### src/rtl/tcap_pkg.sv
package tcap_pkg;
  localparam int ADDR_W = 2;
  localparam logic [ADDR_W-1:0] A_CAPL = 2'd0;
  localparam logic [ADDR_W-1:0] A_CAPH = 2'd1;
  localparam logic [ADDR_W-1:0] A_STAT = 2'd2;
  localparam logic [ADDR_W-1:0] A_CTRL = 2'd3;
  localparam int C_SRC  = 0;
  localparam int C_RISE = 1;
  localparam int C_NC   = 2;
  localparam int C_IE   = 3;
  localparam int CTRL_W = 4;
endpackage

### src/rtl/tcap_sync_filt.sv
module tcap_sync_filt #(
  parameter int SYNC_STAGES = 2,
  parameter int NC_LEN      = 4
) (
  input  logic clk,
  input  logic rst,
  input  logic din,
  input  logic nc_en,
  output logic dout
);
  localparam int HIST_W = NC_LEN - 1;

  logic [SYNC_STAGES-1:0] sync_q;
  logic [HIST_W-1:0]      hist_q;
  logic                   filt_q;
  logic                   smp;
  logic                   all_hi;
  logic                   all_lo;

  // synchronizer chain, one flop per stage
  genvar gi;
  generate
    for (gi = 0; gi < SYNC_STAGES; gi++) begin : g_sync
      always_ff @(posedge clk) begin
        if (rst) sync_q[gi] <= 1'b0;
        else if (gi == 0) sync_q[gi] <= din;
        else sync_q[gi] <= sync_q[(gi > 0) ? gi - 1 : 0];
      end
    end
  endgenerate

  assign smp    = sync_q[SYNC_STAGES-1];
  assign all_hi = smp & (&hist_q);
  assign all_lo = ~smp & ~(|hist_q);

  always_ff @(posedge clk) begin
    if (rst) begin
      hist_q <= '0;
      filt_q <= 1'b0;
    end else begin
      hist_q <= {hist_q[HIST_W-2:0], smp};
      if (all_hi) filt_q <= 1'b1;
      else if (all_lo) filt_q <= 1'b0;
    end
  end

  assign dout = nc_en ? filt_q : smp;

  // a change of the filtered level follows a run of agreeing samples
  a_r10_filter_run: assert property (@(posedge clk) disable iff (rst)
    (!$stable(filt_q) && !$past(rst)) |-> ($past(smp) == filt_q));
endmodule

### src/rtl/tcap_core.sv
module tcap_core #(
  parameter int CW = 16
) (
  input  logic          clk,
  input  logic          rst,
  input  logic          sig,
  input  logic          rise,
  input  logic [CW-1:0] cnt,
  input  logic          clr,
  output logic [CW-1:0] icr,
  output logic          flag
);
  logic prev_q;
  logic hit;

  assign hit = rise ? (sig & ~prev_q) : (~sig & prev_q);

  always_ff @(posedge clk) begin
    if (rst) begin
      prev_q <= 1'b0;
      icr    <= '0;
      flag   <= 1'b0;
    end else begin
      prev_q <= sig;
      if (hit) icr <= cnt;
      if (hit) flag <= 1'b1;
      else if (clr) flag <= 1'b0;
    end
  end

  // flag and captured value appear on the same edge
  a_r4_flag_with_value: assert property (@(posedge clk) disable iff (rst)
    hit |=> (flag && icr == $past(cnt)));
  // set has priority over a simultaneous clear
  a_r7_set_wins: assert property (@(posedge clk) disable iff (rst)
    (hit && clr) |=> flag);
  // a clear without a capture leaves the flag low
  a_r5_clear_drops: assert property (@(posedge clk) disable iff (rst)
    (clr && !hit) |=> !flag);
  // without a capture the register keeps its value
  a_r11_hold: assert property (@(posedge clk) disable iff (rst)
    !hit |=> $stable(icr));
endmodule

### src/rtl/tcap_busif.sv
module tcap_busif
  import tcap_pkg::*;
#(
  parameter int CW = 16,
  parameter int DW = 8
) (
  input  logic              clk,
  input  logic              rst,
  input  logic [ADDR_W-1:0] addr,
  input  logic              rd,
  input  logic              wr,
  input  logic [DW-1:0]     wdata,
  input  logic [CW-1:0]     icr,
  input  logic              flag,
  output logic [DW-1:0]     rdata,
  output logic [CTRL_W-1:0] ctrl,
  output logic              flag_clr
);
  localparam int HW = CW - DW;

  logic [HW-1:0] temp_q;
  logic          unused_wbits;

  assign unused_wbits = ^wdata[DW-1:CTRL_W];
  assign flag_clr = wr && (addr == A_STAT) && wdata[0];

  always_ff @(posedge clk) begin
    if (rst) begin
      rdata  <= '0;
      temp_q <= '0;
      ctrl   <= '0;
    end else begin
      if (wr && addr == A_CTRL) ctrl <= wdata[CTRL_W-1:0];
      if (rd) begin
        case (addr)
          A_CAPL: begin
            rdata  <= icr[DW-1:0];
            temp_q <= icr[CW-1:DW];
          end
          A_CAPH: rdata <= temp_q;
          A_STAT: rdata <= {{(DW-1){1'b0}}, flag};
          default: rdata <= {{(DW-CTRL_W){1'b0}}, ctrl};
        endcase
      end
    end
  end

  // low-byte read latches the high byte
  a_r8_temp_load: assert property (@(posedge clk) disable iff (rst)
    (rd && addr == A_CAPL) |=> (temp_q == $past(icr[CW-1:DW])));
  // high-byte read returns the latch
  a_r9_high_from_temp: assert property (@(posedge clk) disable iff (rst)
    (rd && addr == A_CAPH) |=> (rdata == $past(temp_q)));
endmodule

### src/rtl/tcap_top.sv
module tcap_top
  import tcap_pkg::*;
#(
  parameter int CW          = 16,
  parameter int DW          = 8,
  parameter int SYNC_STAGES = 2,
  parameter int NC_LEN      = 4
) (
  input  logic              clk,
  input  logic              rst,
  input  logic [CW-1:0]     cnt_val,
  input  logic              pin_evt,
  input  logic              cmp_evt,
  input  logic              irq_ack,
  input  logic [ADDR_W-1:0] bus_addr,
  input  logic              bus_rd,
  input  logic              bus_wr,
  input  logic [DW-1:0]     bus_wdata,
  output logic [DW-1:0]     bus_rdata,
  output logic              irq
);
  logic [CTRL_W-1:0] ctrl;
  logic [CW-1:0]     icr;
  logic              flag;
  logic              bus_clr;
  logic              src_raw;
  logic              sig;

  assign src_raw = ctrl[C_SRC] ? cmp_evt : pin_evt;

  tcap_sync_filt #(.SYNC_STAGES(SYNC_STAGES), .NC_LEN(NC_LEN)) u_filt (
    .clk(clk), .rst(rst), .din(src_raw), .nc_en(ctrl[C_NC]), .dout(sig)
  );

  tcap_core #(.CW(CW)) u_core (
    .clk(clk), .rst(rst), .sig(sig), .rise(ctrl[C_RISE]), .cnt(cnt_val),
    .clr(bus_clr | irq_ack), .icr(icr), .flag(flag)
  );

  tcap_busif #(.CW(CW), .DW(DW)) u_bus (
    .clk(clk), .rst(rst), .addr(bus_addr), .rd(bus_rd), .wr(bus_wr),
    .wdata(bus_wdata), .icr(icr), .flag(flag), .rdata(bus_rdata),
    .ctrl(ctrl), .flag_clr(bus_clr)
  );

  assign irq = flag & ctrl[C_IE];

  // writing zero to the flag bit keeps a set flag
  a_r6_zero_write: assert property (@(posedge clk) disable iff (rst)
    (bus_wr && bus_addr == A_STAT && !bus_wdata[0] && !irq_ack && flag) |=> flag);
endmodule

### config.mk
export PLATFORM = sky130hd
export DESIGN_NAME = tcap_top
export DESIGN_NICKNAME = d
export VERILOG_FILES = /design/src/rtl/tcap_pkg.sv /design/src/rtl/tcap_sync_filt.sv /design/src/rtl/tcap_core.sv /design/src/rtl/tcap_busif.sv /design/src/rtl/tcap_top.sv
export SDC_FILE = /design/constraint.sdc
export NUM_CORES = 1
export LEC_CHECK = 0
export BUFFER_PORTS_ARGS = -buffer_cell sky130_fd_sc_hd__buf_2
export CORE_AREA = 10 10 68 75
export CTS_CLUSTER_SIZE = 12
export DETAILED_ROUTE_END_ITERATION = 10
export DIE_AREA = 0 0 78 85
export PLACE_DENSITY_LB_ADDON = 0.2
export SLEW_MARGIN = 20
export SYNTH_ARGS = -nofsm -noshare
export SYNTH_HDL_FRONTEND = slang
export SYNTH_HIERARCHICAL = 1
export SYNTH_SLANG_ARGS = --single-unit
### constraint.sdc
create_clock -name clk -period 2.6 [get_ports clk]
set_input_delay 0.39 -clock clk [delete_from_list [all_inputs] [get_ports clk]]
set_output_delay 0.39 -clock clk [all_outputs]
set_load 0.1 [all_outputs]
==> flow_results.xml, run 1 <==
<?xml version="1.0" encoding="UTF-8"?>
<metrics>
  <group name="pwr">
    <metric name="p_int" unit="uW">1081</metric>
    <metric name="net-switching-power" unit="uW">303.5</metric>
    <metric name="power.ir.vdd_worst" unit="uV">287.6</metric>
    <metric name="power.share.clock" unit="">0.405</metric>
    <metric name="seqPwrFrac" unit="">0.504</metric>
    <metric name="comb_power_share" unit="">0.091</metric>
    <metric name="static-leakage-power" unit="uW">0.001048</metric>
    <metric name="powerDensity" unit="nW/um^2">621.5</metric>
    <metric name="netSwitchingFraction" unit="">0.2191</metric>
  </group>
  <group name="floorplan">
    <metric name="design.core.area" unit="um^2">3597</metric>
    <metric name="die-area" unit="um^2">6630</metric>
    <metric name="rows" unit="">23</metric>
    <metric name="floorplan.io_pins" unit="">42</metric>
    <metric name="die_y" unit="um">85</metric>
    <metric name="initial_core_util" unit="">0.5322</metric>
    <metric name="die_width" unit="um">78</metric>
  </group>
  <group name="critical_path">
    <metric name="critPathLaunch" unit="">u_bus/ctrl[2]$_SDFFE_PP0P_</metric>
    <metric name="start_kind" unit="">register</metric>
    <metric name="setup.worst_path.end" unit="">u_core/icr[12]$_SDFFE_PP0P_</metric>
    <metric name="logic_depth_of_the_worst_path_buffers_included" unit="">4</metric>
    <metric name="crit_path_max_fanout" unit="">17</metric>
    <metric name="critical_path.reg2reg.startpoint" unit="">u_bus/ctrl[2]$_SDFFE_PP0P_</metric>
    <metric name="worst_path_max_delay_cell" unit="">a21oi_4</metric>
    <metric name="cpLargestDelayFamily" unit="">multiplexers</metric>
    <metric name="ff2ff_setup_slack" unit="ns">0.72</metric>
    <metric name="worst-path-buf-inv" unit="">0</metric>
    <metric name="timing.setup.critical_path_class" unit="">register to register</metric>
    <metric name="ff2ff_path_depth" unit="">4</metric>
    <metric name="timing.critical_path.cells" unit="">mux2_2, and3b_1, a21oi_4, mux2i_1</metric>
    <metric name="critical_path.reg2reg.endpoint" unit="">u_core/icr[12]$_SDFFE_PP0P_</metric>
    <metric name="cp_data_arrival_time" unit="ns">2.10</metric>
    <metric name="largest_stage_delay_on_the_critical_path" unit="ns">0.58</metric>
    <metric name="worst_ep_required_time" unit="ns">2.82</metric>
    <metric name="setup.worst_path.end_class" unit="">register</metric>
  </group>
  <group name="yosys">
    <metric name="synth_cell_types" unit="">25</metric>
    <metric name="synth.ff_latch_count" unit="">44</metric>
    <metric name="mappedNetlistArea" unit="um^2">1914</metric>
    <metric name="synth_nets" unit="">215</metric>
    <metric name="mapped_cells" unit="">182</metric>
    <metric name="synth.yosys.warnings" unit="">6</metric>
    <metric name="syn_area_per_cell" unit="um^2">10.52</metric>
    <metric name="synth.yosys.seq_area_share" unit="">0.4601</metric>
  </group>
  <group name="detailed_routing">
    <metric name="avgViaCountPerCell" unit="">5.071</metric>
    <metric name="antenna_violating_nets_post_route" unit="">0</metric>
    <metric name="drt-total-wl" unit="mm">3.938</metric>
    <metric name="drcViolationCount" unit="">0</metric>
    <metric name="drtPass1Iterations" unit="">4</metric>
    <metric name="route.detailed.wl_per_inst" unit="um">14.69</metric>
    <metric name="detail_route.iter0.violations" unit="">38</metric>
    <metric name="vias" unit="">1359</metric>
  </group>
  <group name="sta">
    <metric name="achievable-frequency" unit="MHz">532.4</metric>
    <metric name="worst_slew_pin_slew" unit="ns">0.8520</metric>
    <metric name="finalWorstPathRequiredPeriod" unit="ns">1.878</metric>
    <metric name="setup-tns-final" unit="ns">0</metric>
    <metric name="final.period_utilization" unit="">0.7224</metric>
    <metric name="skew" unit="ns">0.004606</metric>
    <metric name="fin_hold_ws" unit="ns">0.3377</metric>
    <metric name="max_slew_margin" unit="">0.4320</metric>
    <metric name="slew_viol_final" unit="">0</metric>
    <metric name="final_setup_vio_count" unit="">0</metric>
    <metric name="finalHoldViolCount" unit="">0</metric>
    <metric name="setup_repair_after_global_routing_missed_its_margin" unit="">no</metric>
  </group>
  <group name="grt">
    <metric name="global_route_wire_length_before_repair" unit="mm">6.727</metric>
    <metric name="antenna_found_initial" unit="">0</metric>
    <metric name="grt.total_usage" unit="">0.1236</metric>
    <metric name="first_global_vias" unit="">1535</metric>
    <metric name="globalRouteOverflowTotal" unit="">0</metric>
    <metric name="grt_max_degree" unit="">61</metric>
  </group>
  <group name="clock_tree">
    <metric name="h-tree-depth" unit="">2</metric>
    <metric name="clock_latency_reported_for_the_late_side_of_the_worst_skew_pair" unit="ns">0.30</metric>
    <metric name="cts-root-to-sink-buffers" unit="">2</metric>
    <metric name="hold_buffers" unit="">0</metric>
    <metric name="number_of_buffers_added_for_setup_after_cts" unit="">0</metric>
    <metric name="cts_repair_resize_count" unit="">0</metric>
    <metric name="cts_inserted_buffers" unit="">5</metric>
    <metric name="clock_sink_count" unit="">44</metric>
    <metric name="cts_tree" unit="">built</metric>
    <metric name="cts_root_buf" unit="">clkbuf_8</metric>
    <metric name="clk_pin_slew" unit="ns">0.08</metric>
  </group>
  <group name="cells_and_area">
    <metric name="share_of_post_route_cells_with_drive_strength_above_1" unit="">0.2752</metric>
    <metric name="most_frequent_standard_cell_in_the_layout_excluding_fill_and_tap_cells" unit="">dfxtp_1</metric>
    <metric name="finalNetCount" unit="">250</metric>
    <metric name="mostFrequentLayoutCells" unit="">dfxtp_1 (44), buf_2 (37), nand2b_1 (33)</metric>
    <metric name="antennaDiodeCount" unit="">0</metric>
    <metric name="area_delta_synth_final" unit="%">16.41</metric>
  </group>
  <group name="place">
    <metric name="port_buffers" unit="">37</metric>
    <metric name="gp_congestion" unit="">0.7248</metric>
    <metric name="placed_wire_length_estimate_after_detailed_placement" unit="mm">2.866</metric>
  </group>
  <group name="job">
    <metric name="max_cap_violations" unit="">0</metric>
  </group>
  <group name="worst_hold_path">
    <metric name="worst_hold_path_type" unit="">input port to register</metric>
  </group>
  <group name="outcome">
    <metric name="run_status" unit="">finished, final reports clean</metric>
  </group>
</metrics>
per-layer routing:
layer  wire [um]  vias up  GRT usage
li1            -      682          -
met3         260        6    0.04852
met2        2001       40     0.2302
met4          59        0    0.04405
met1        1617      631     0.1204
met5           0        -          0
worst register-to-register path, stage by stage, from the launching register on:
cell	delay, ns
dfxtp_1	0.38
mux2_2	0.37
and3b_1	0.19
a21oi_4	0.58
mux2i_1	0.28
power by group through the flow:
stage | clock, uW | sequential (uW) | combinational [uW]
global placement | 0 | 713 | 124
CTS | 577 | 698 | 128
finish | 561 | 698 | 126
detailed placement | 0 | 714 | 127
global route | 599 | 700 | 138
floorplan | 0 | 732 | 72.4
kinds of logic (layout without fill, tap and decap cells):
kind of cell | Yosys count | after routing | share of synthesized area
buf+inv | 10 | 46 | 0.03530
mux | 39 | 39 | 0.2183
compound gates | 11 | 11 | 0.04837
simple gates | 78 | 78 | 0.2379
flops | 44 | 44 | 0.4601
state kept, by name (all words and copies together) (netlist names), 3 cells and up:
| register | flops |
|---|---|
| u_core/icr | 16 |
| u_filt/hist_q | 3 |
| u_bus/rdata | 8 |
| u_bus/ctrl | 4 |
| u_bus/temp_q | 8 |
synthesized netlist by cell type:
| cell | number | share of area |
|---|---|---|
| dfxtp_1 | 44 | 0.46 |
| nand2b_1 | 33 | 0.11 |
| mux2i_1 | 32 | 0.17 |
| nor2_1 | 21 | 0.041 |
| nor2b_1 | 11 | 0.036 |
| a21oi_1 | 6 | 0.016 |
| clkbuf_1 | 5 | 0.0098 |
| mux2_2 | 5 | 0.029 |
| nand3_1 | 4 | 0.010 |
| nor3_2 | 3 | 0.016 |
| o211a_1 | 3 | 0.016 |
| buf_2 | 2 | 0.0052 |
| a21oi_4 | 1 | 0.0085 |
| and2_1 | 1 | 0.0033 |
| and3b_1 | 1 | 0.0046 |
| and4b_2 | 1 | 0.0059 |
| buf_12 | 1 | 0.010 |
| buf_4 | 1 | 0.0039 |
| buf_6 | 1 | 0.0059 |
| mux2_4 | 1 | 0.0078 |
| mux4_1 | 1 | 0.014 |
| nand4_1 | 1 | 0.0033 |
| nor3b_2 | 1 | 0.0065 |
| o41ai_2 | 1 | 0.0085 |
| or2_2 | 1 | 0.0033 |
worst min path at each step:
stage                           startpoint                         end  slack (ns)  depth (start not counted)
3_3_place_gp   u_filt/sync_q[0]$_SDFF_PP0_       u_filt/smp$_SDFF_PP0_        0.43                          1
5_1_grt                       bus_wdata[1]  u_bus/ctrl[1]$_SDFFE_PP0P_        0.34                          3
3_5_place_dp   u_filt/sync_q[0]$_SDFF_PP0_       u_filt/smp$_SDFF_PP0_        0.45                          1
2_1_floorplan  u_filt/sync_q[0]$_SDFF_PP0_       u_filt/smp$_SDFF_PP0_        0.41                          1
6_report                      bus_wdata[1]  u_bus/ctrl[1]$_SDFFE_PP0P_        0.34                          3
4_1_cts                       bus_wdata[3]  u_bus/ctrl[3]$_SDFFE_PP0P_        0.33                          3
final cells by class:
class | instances | area, um^2
Sequential cell | 44 | 880.8
Fill cell | 322 | 1369
Tap cell | 50 | 62.56
Multi-Input combinational cell | 128 | 965.9
Timing Repair Buffer | 38 | 192.7
Clock inverter | 1 | 30.03
Clock buffer | 7 | 96.34
metrics by stage:
step	power (uW)	instance area, um^2	setup WS [ns]	std cells	util
floorplan	804.3	1914	1.049	182	-
global placement	836.7	2102	0.8005	260	0.5843
detailed placement	841.2	2102	0.7468	260	0.5843
CTS	1403	2228	0.7197	268	0.6195
global route	1437	2228	0.6090	268	0.6195
finish	1385	2228	0.7217	268	0.6195
Power figures use the tool's default switching activity.
==> run 2, diff against run 1 <==
--- a/config.mk
+++ b/config.mk
@@ -6,10 +6,10 @@
 export NUM_CORES = 1
 export LEC_CHECK = 0
 export BUFFER_PORTS_ARGS = -buffer_cell sky130_fd_sc_hd__buf_2
-export CORE_AREA = 10 10 68 75
+export CORE_AREA = 10 10 69 77
 export CTS_CLUSTER_SIZE = 12
 export DETAILED_ROUTE_END_ITERATION = 10
-export DIE_AREA = 0 0 78 85
+export DIE_AREA = 0 0 79 87
 export PLACE_DENSITY_LB_ADDON = 0.2
 export SLEW_MARGIN = 20
 export SYNTH_ARGS = -nofsm -noshare
==> constraint.sdc (replaced) <==
create_clock -name clk -period 1.9 [get_ports clk]
set_input_delay 0.285 -clock clk [delete_from_list [all_inputs] [get_ports clk]]
set_output_delay 0.285 -clock clk [all_outputs]
set_load 0.1 [all_outputs]
==> run 2 against run 1 <==
Net effect: register-to-register slack lost 0.41 ns; critical path depth grew 1; sequential power grew 37%; worst setup slack lost 0.41 ns; clock skew is essentially flat; global-route usage shrank 0.55 points; sequential cell count is the same; worst hold slack lost 0.11 ns; clock power grew 31%; largest power group unchanged.
==> flow_results.xml, run 2 (synthesized netlist as in run 1, its figures left out) <==
<?xml version="1.0" encoding="UTF-8"?>
<metrics>
  <group name="outcome">
    <metric name="run_status" unit="">finished, final reports clean</metric>
  </group>
  <group name="detailed_routing">
    <metric name="drcViolationCount" unit="">0</metric>
    <metric name="route.detailed.wl_per_inst" unit="um">14.16</metric>
    <metric name="detail_route.iter0.violations" unit="">47</metric>
    <metric name="drt-total-wl" unit="mm">3.880</metric>
    <metric name="drtPass1Iterations" unit="">4</metric>
    <metric name="vias" unit="">1348</metric>
    <metric name="avgViaCountPerCell" unit="">4.920</metric>
    <metric name="antenna_violating_nets_post_route" unit="">0</metric>
  </group>
  <group name="cells_and_area">
    <metric name="share_of_post_route_cells_with_drive_strength_above_1" unit="">0.2883</metric>
    <metric name="mostFrequentLayoutCells" unit="">dfxtp_1 (44), buf_2 (37), nand2b_1 (33)</metric>
    <metric name="multi_input_comb_area" unit="um^2">965.9</metric>
    <metric name="finalNetCount" unit="">254</metric>
    <metric name="largest_registers" unit="">u_core/icr (16), u_bus/rdata (8), u_bus/temp_q (8)</metric>
    <metric name="registers.top_by_ff_count" unit="">u_core/icr</metric>
    <metric name="utilization_after_layout" unit="">0.5902</metric>
    <metric name="most_frequent_standard_cell_in_the_layout_excluding_fill_and_tap_cells" unit="">dfxtp_1</metric>
    <metric name="area_delta_synth_final" unit="%">18.50</metric>
    <metric name="largest_register_ff_count" unit="">16</metric>
    <metric name="antennaDiodeCount" unit="">0</metric>
    <metric name="filler_cell_count" unit="">365</metric>
    <metric name="cell_area_after_layout" unit="um^2">2268</metric>
    <metric name="sequential_cell_area" unit="um^2">880.8</metric>
  </group>
  <group name="clock_tree">
    <metric name="clock_latency_reported_for_the_late_side_of_the_worst_skew_pair" unit="ns">0.29</metric>
    <metric name="cts-root-to-sink-buffers" unit="">2</metric>
    <metric name="clk_pin_slew" unit="ns">0.08</metric>
    <metric name="h-tree-depth" unit="">2</metric>
    <metric name="cts_inserted_buffers" unit="">5</metric>
    <metric name="clock_sink_count" unit="">44</metric>
    <metric name="number_of_buffers_added_for_setup_after_cts" unit="">0</metric>
    <metric name="cts_tree" unit="">built</metric>
    <metric name="cts_root_buf" unit="">clkbuf_8</metric>
    <metric name="hold_buffers" unit="">0</metric>
    <metric name="cts_repair_resize_count" unit="">0</metric>
  </group>
  <group name="critical_path">
    <metric name="start_kind" unit="">register</metric>
    <metric name="worst_ep_required_time" unit="ns">2.12</metric>
    <metric name="timing.setup.critical_path_class" unit="">register to register</metric>
    <metric name="setup.worst_path.end_class" unit="">register</metric>
    <metric name="cp_data_arrival_time" unit="ns">1.81</metric>
    <metric name="ff2ff_setup_slack" unit="ns">0.31</metric>
    <metric name="crit_path_max_fanout" unit="">11</metric>
  </group>
  <group name="pwr">
    <metric name="power.share.clock" unit="">0.394</metric>
    <metric name="seqPwrFrac" unit="">0.510</metric>
    <metric name="net-switching-power" unit="uW">419.8</metric>
    <metric name="powerDensity" unit="nW/um^2">825.2</metric>
    <metric name="power.ir.vdd_worst" unit="uV">602.9</metric>
    <metric name="comb_power_share" unit="">0.096</metric>
    <metric name="p_int" unit="uW">1452</metric>
    <metric name="netSwitchingFraction" unit="">0.2243</metric>
    <metric name="static-leakage-power" unit="uW">0.001067</metric>
  </group>
  <group name="sta">
    <metric name="finalWorstPathRequiredPeriod" unit="ns">1.586</metric>
    <metric name="finalHoldViolCount" unit="">0</metric>
    <metric name="setup-tns-final" unit="ns">0</metric>
    <metric name="final_setup_vio_count" unit="">0</metric>
    <metric name="setup_repair_after_global_routing_missed_its_margin" unit="">no</metric>
    <metric name="skew" unit="ns">0.004622</metric>
    <metric name="worst_slew_pin_slew" unit="ns">0.4910</metric>
    <metric name="achievable-frequency" unit="MHz">630.7</metric>
    <metric name="final.period_utilization" unit="">0.8345</metric>
    <metric name="slew_viol_final" unit="">0</metric>
    <metric name="max_slew_margin" unit="">0.6749</metric>
  </group>
  <group name="place">
    <metric name="postPlaceCellArea" unit="um^2">2147</metric>
    <metric name="port_buffers" unit="">37</metric>
    <metric name="gp_congestion" unit="">0.7353</metric>
    <metric name="placed_wire_length_estimate_after_detailed_placement" unit="mm">2.943</metric>
  </group>
  <group name="floorplan">
    <metric name="initial_core_util" unit="">0.4980</metric>
    <metric name="design.core.area" unit="um^2">3844</metric>
    <metric name="die-area" unit="um^2">6873</metric>
    <metric name="die_y" unit="um">87</metric>
    <metric name="die_width" unit="um">79</metric>
    <metric name="rows" unit="">24</metric>
    <metric name="floorplan.io_pins" unit="">42</metric>
  </group>
  <group name="grt">
    <metric name="antenna_found_initial" unit="">0</metric>
    <metric name="globalRouteOverflowTotal" unit="">0</metric>
    <metric name="first_global_vias" unit="">1480</metric>
    <metric name="global_route_wire_length_before_repair" unit="mm">6.575</metric>
    <metric name="grt_max_degree" unit="">32</metric>
    <metric name="grt.total_usage" unit="">0.1181</metric>
  </group>
  <group name="job">
    <metric name="max_cap_violations" unit="">0</metric>
  </group>
  <group name="worst_hold_path">
    <metric name="worst_hold_path_type" unit="">input port to register</metric>
  </group>
</metrics>
[run 2: cell types whose count changed in the layout (fill, tap and decap cells not counted)]
cell	change
buf_12	+1
clkbuf_8	-1
clkinv_4	+1
buf_4	+3
[run 2: worst max-delay path: stages (launching register included)]
cell and delay [ns]:
dfxtp_1 0.36, mux2_2 0.37, and3b_1 0.20, a21oi_4 0.11, buf_4 0.24, mux2i_1 0.22
[run 2: routing by layer]
metal  global-route usage  part of all wire
met3              0.05062             0.066
met5                    0                 0
met1               0.1255              0.42
met4              0.03915            0.0080
met2               0.2049              0.51
[run 2: cell type report]
| class | instances | share of cell area |
|---|---|---|
| timing repair buffer | 42 | 0.1037 |
| tap | 52 | 0.02868 |
| sequential | 44 | 0.3883 |
| clock inverter | 2 | 0.01710 |
| clock buffer | 6 | 0.03640 |
| multi-input combinational | 128 | 0.4258 |
[run 2: per-stage QoR]
step                power (uW)  std cells  hold WS, ns  setup WS [ns]
floorplan                 1101        182       0.3541         0.3494
global route              1958        274       0.2325         0.2298
detailed placement        1158        266       0.4282         0.3238
global placement          1152        266       0.4332         0.3873
finish                    1872        274       0.2235         0.3144
CTS                       1897        274       0.2184         0.3002
[run 2: power groups by stage]
stage               Clock, uW  Combinational [uW]  Sequential, uW
floorplan                   0                99.0            1000
global placement            0                 177             976
detailed placement          0                 181             977
CTS                       760                 182             955
global route              803                 197             958
finish                    737                 180             955
[run 2: path summary, 6_finish.rpt]
path                                      to  cells past startpoint                         from
hold / removal    u_bus/ctrl[3]$_SDFFE_PP0P_                      3                 bus_wdata[3]
hold reg to reg        u_filt/smp$_SDFF_PP0_                      1  u_filt/sync_q[0]$_SDFF_PP0_
setup reg to reg  u_core/icr[7]$_SDFFE_PP0P_                      5   u_bus/ctrl[2]$_SDFFE_PP0P_
setup / recovery  u_core/icr[7]$_SDFFE_PP0P_                      5   u_bus/ctrl[2]$_SDFFE_PP0P_
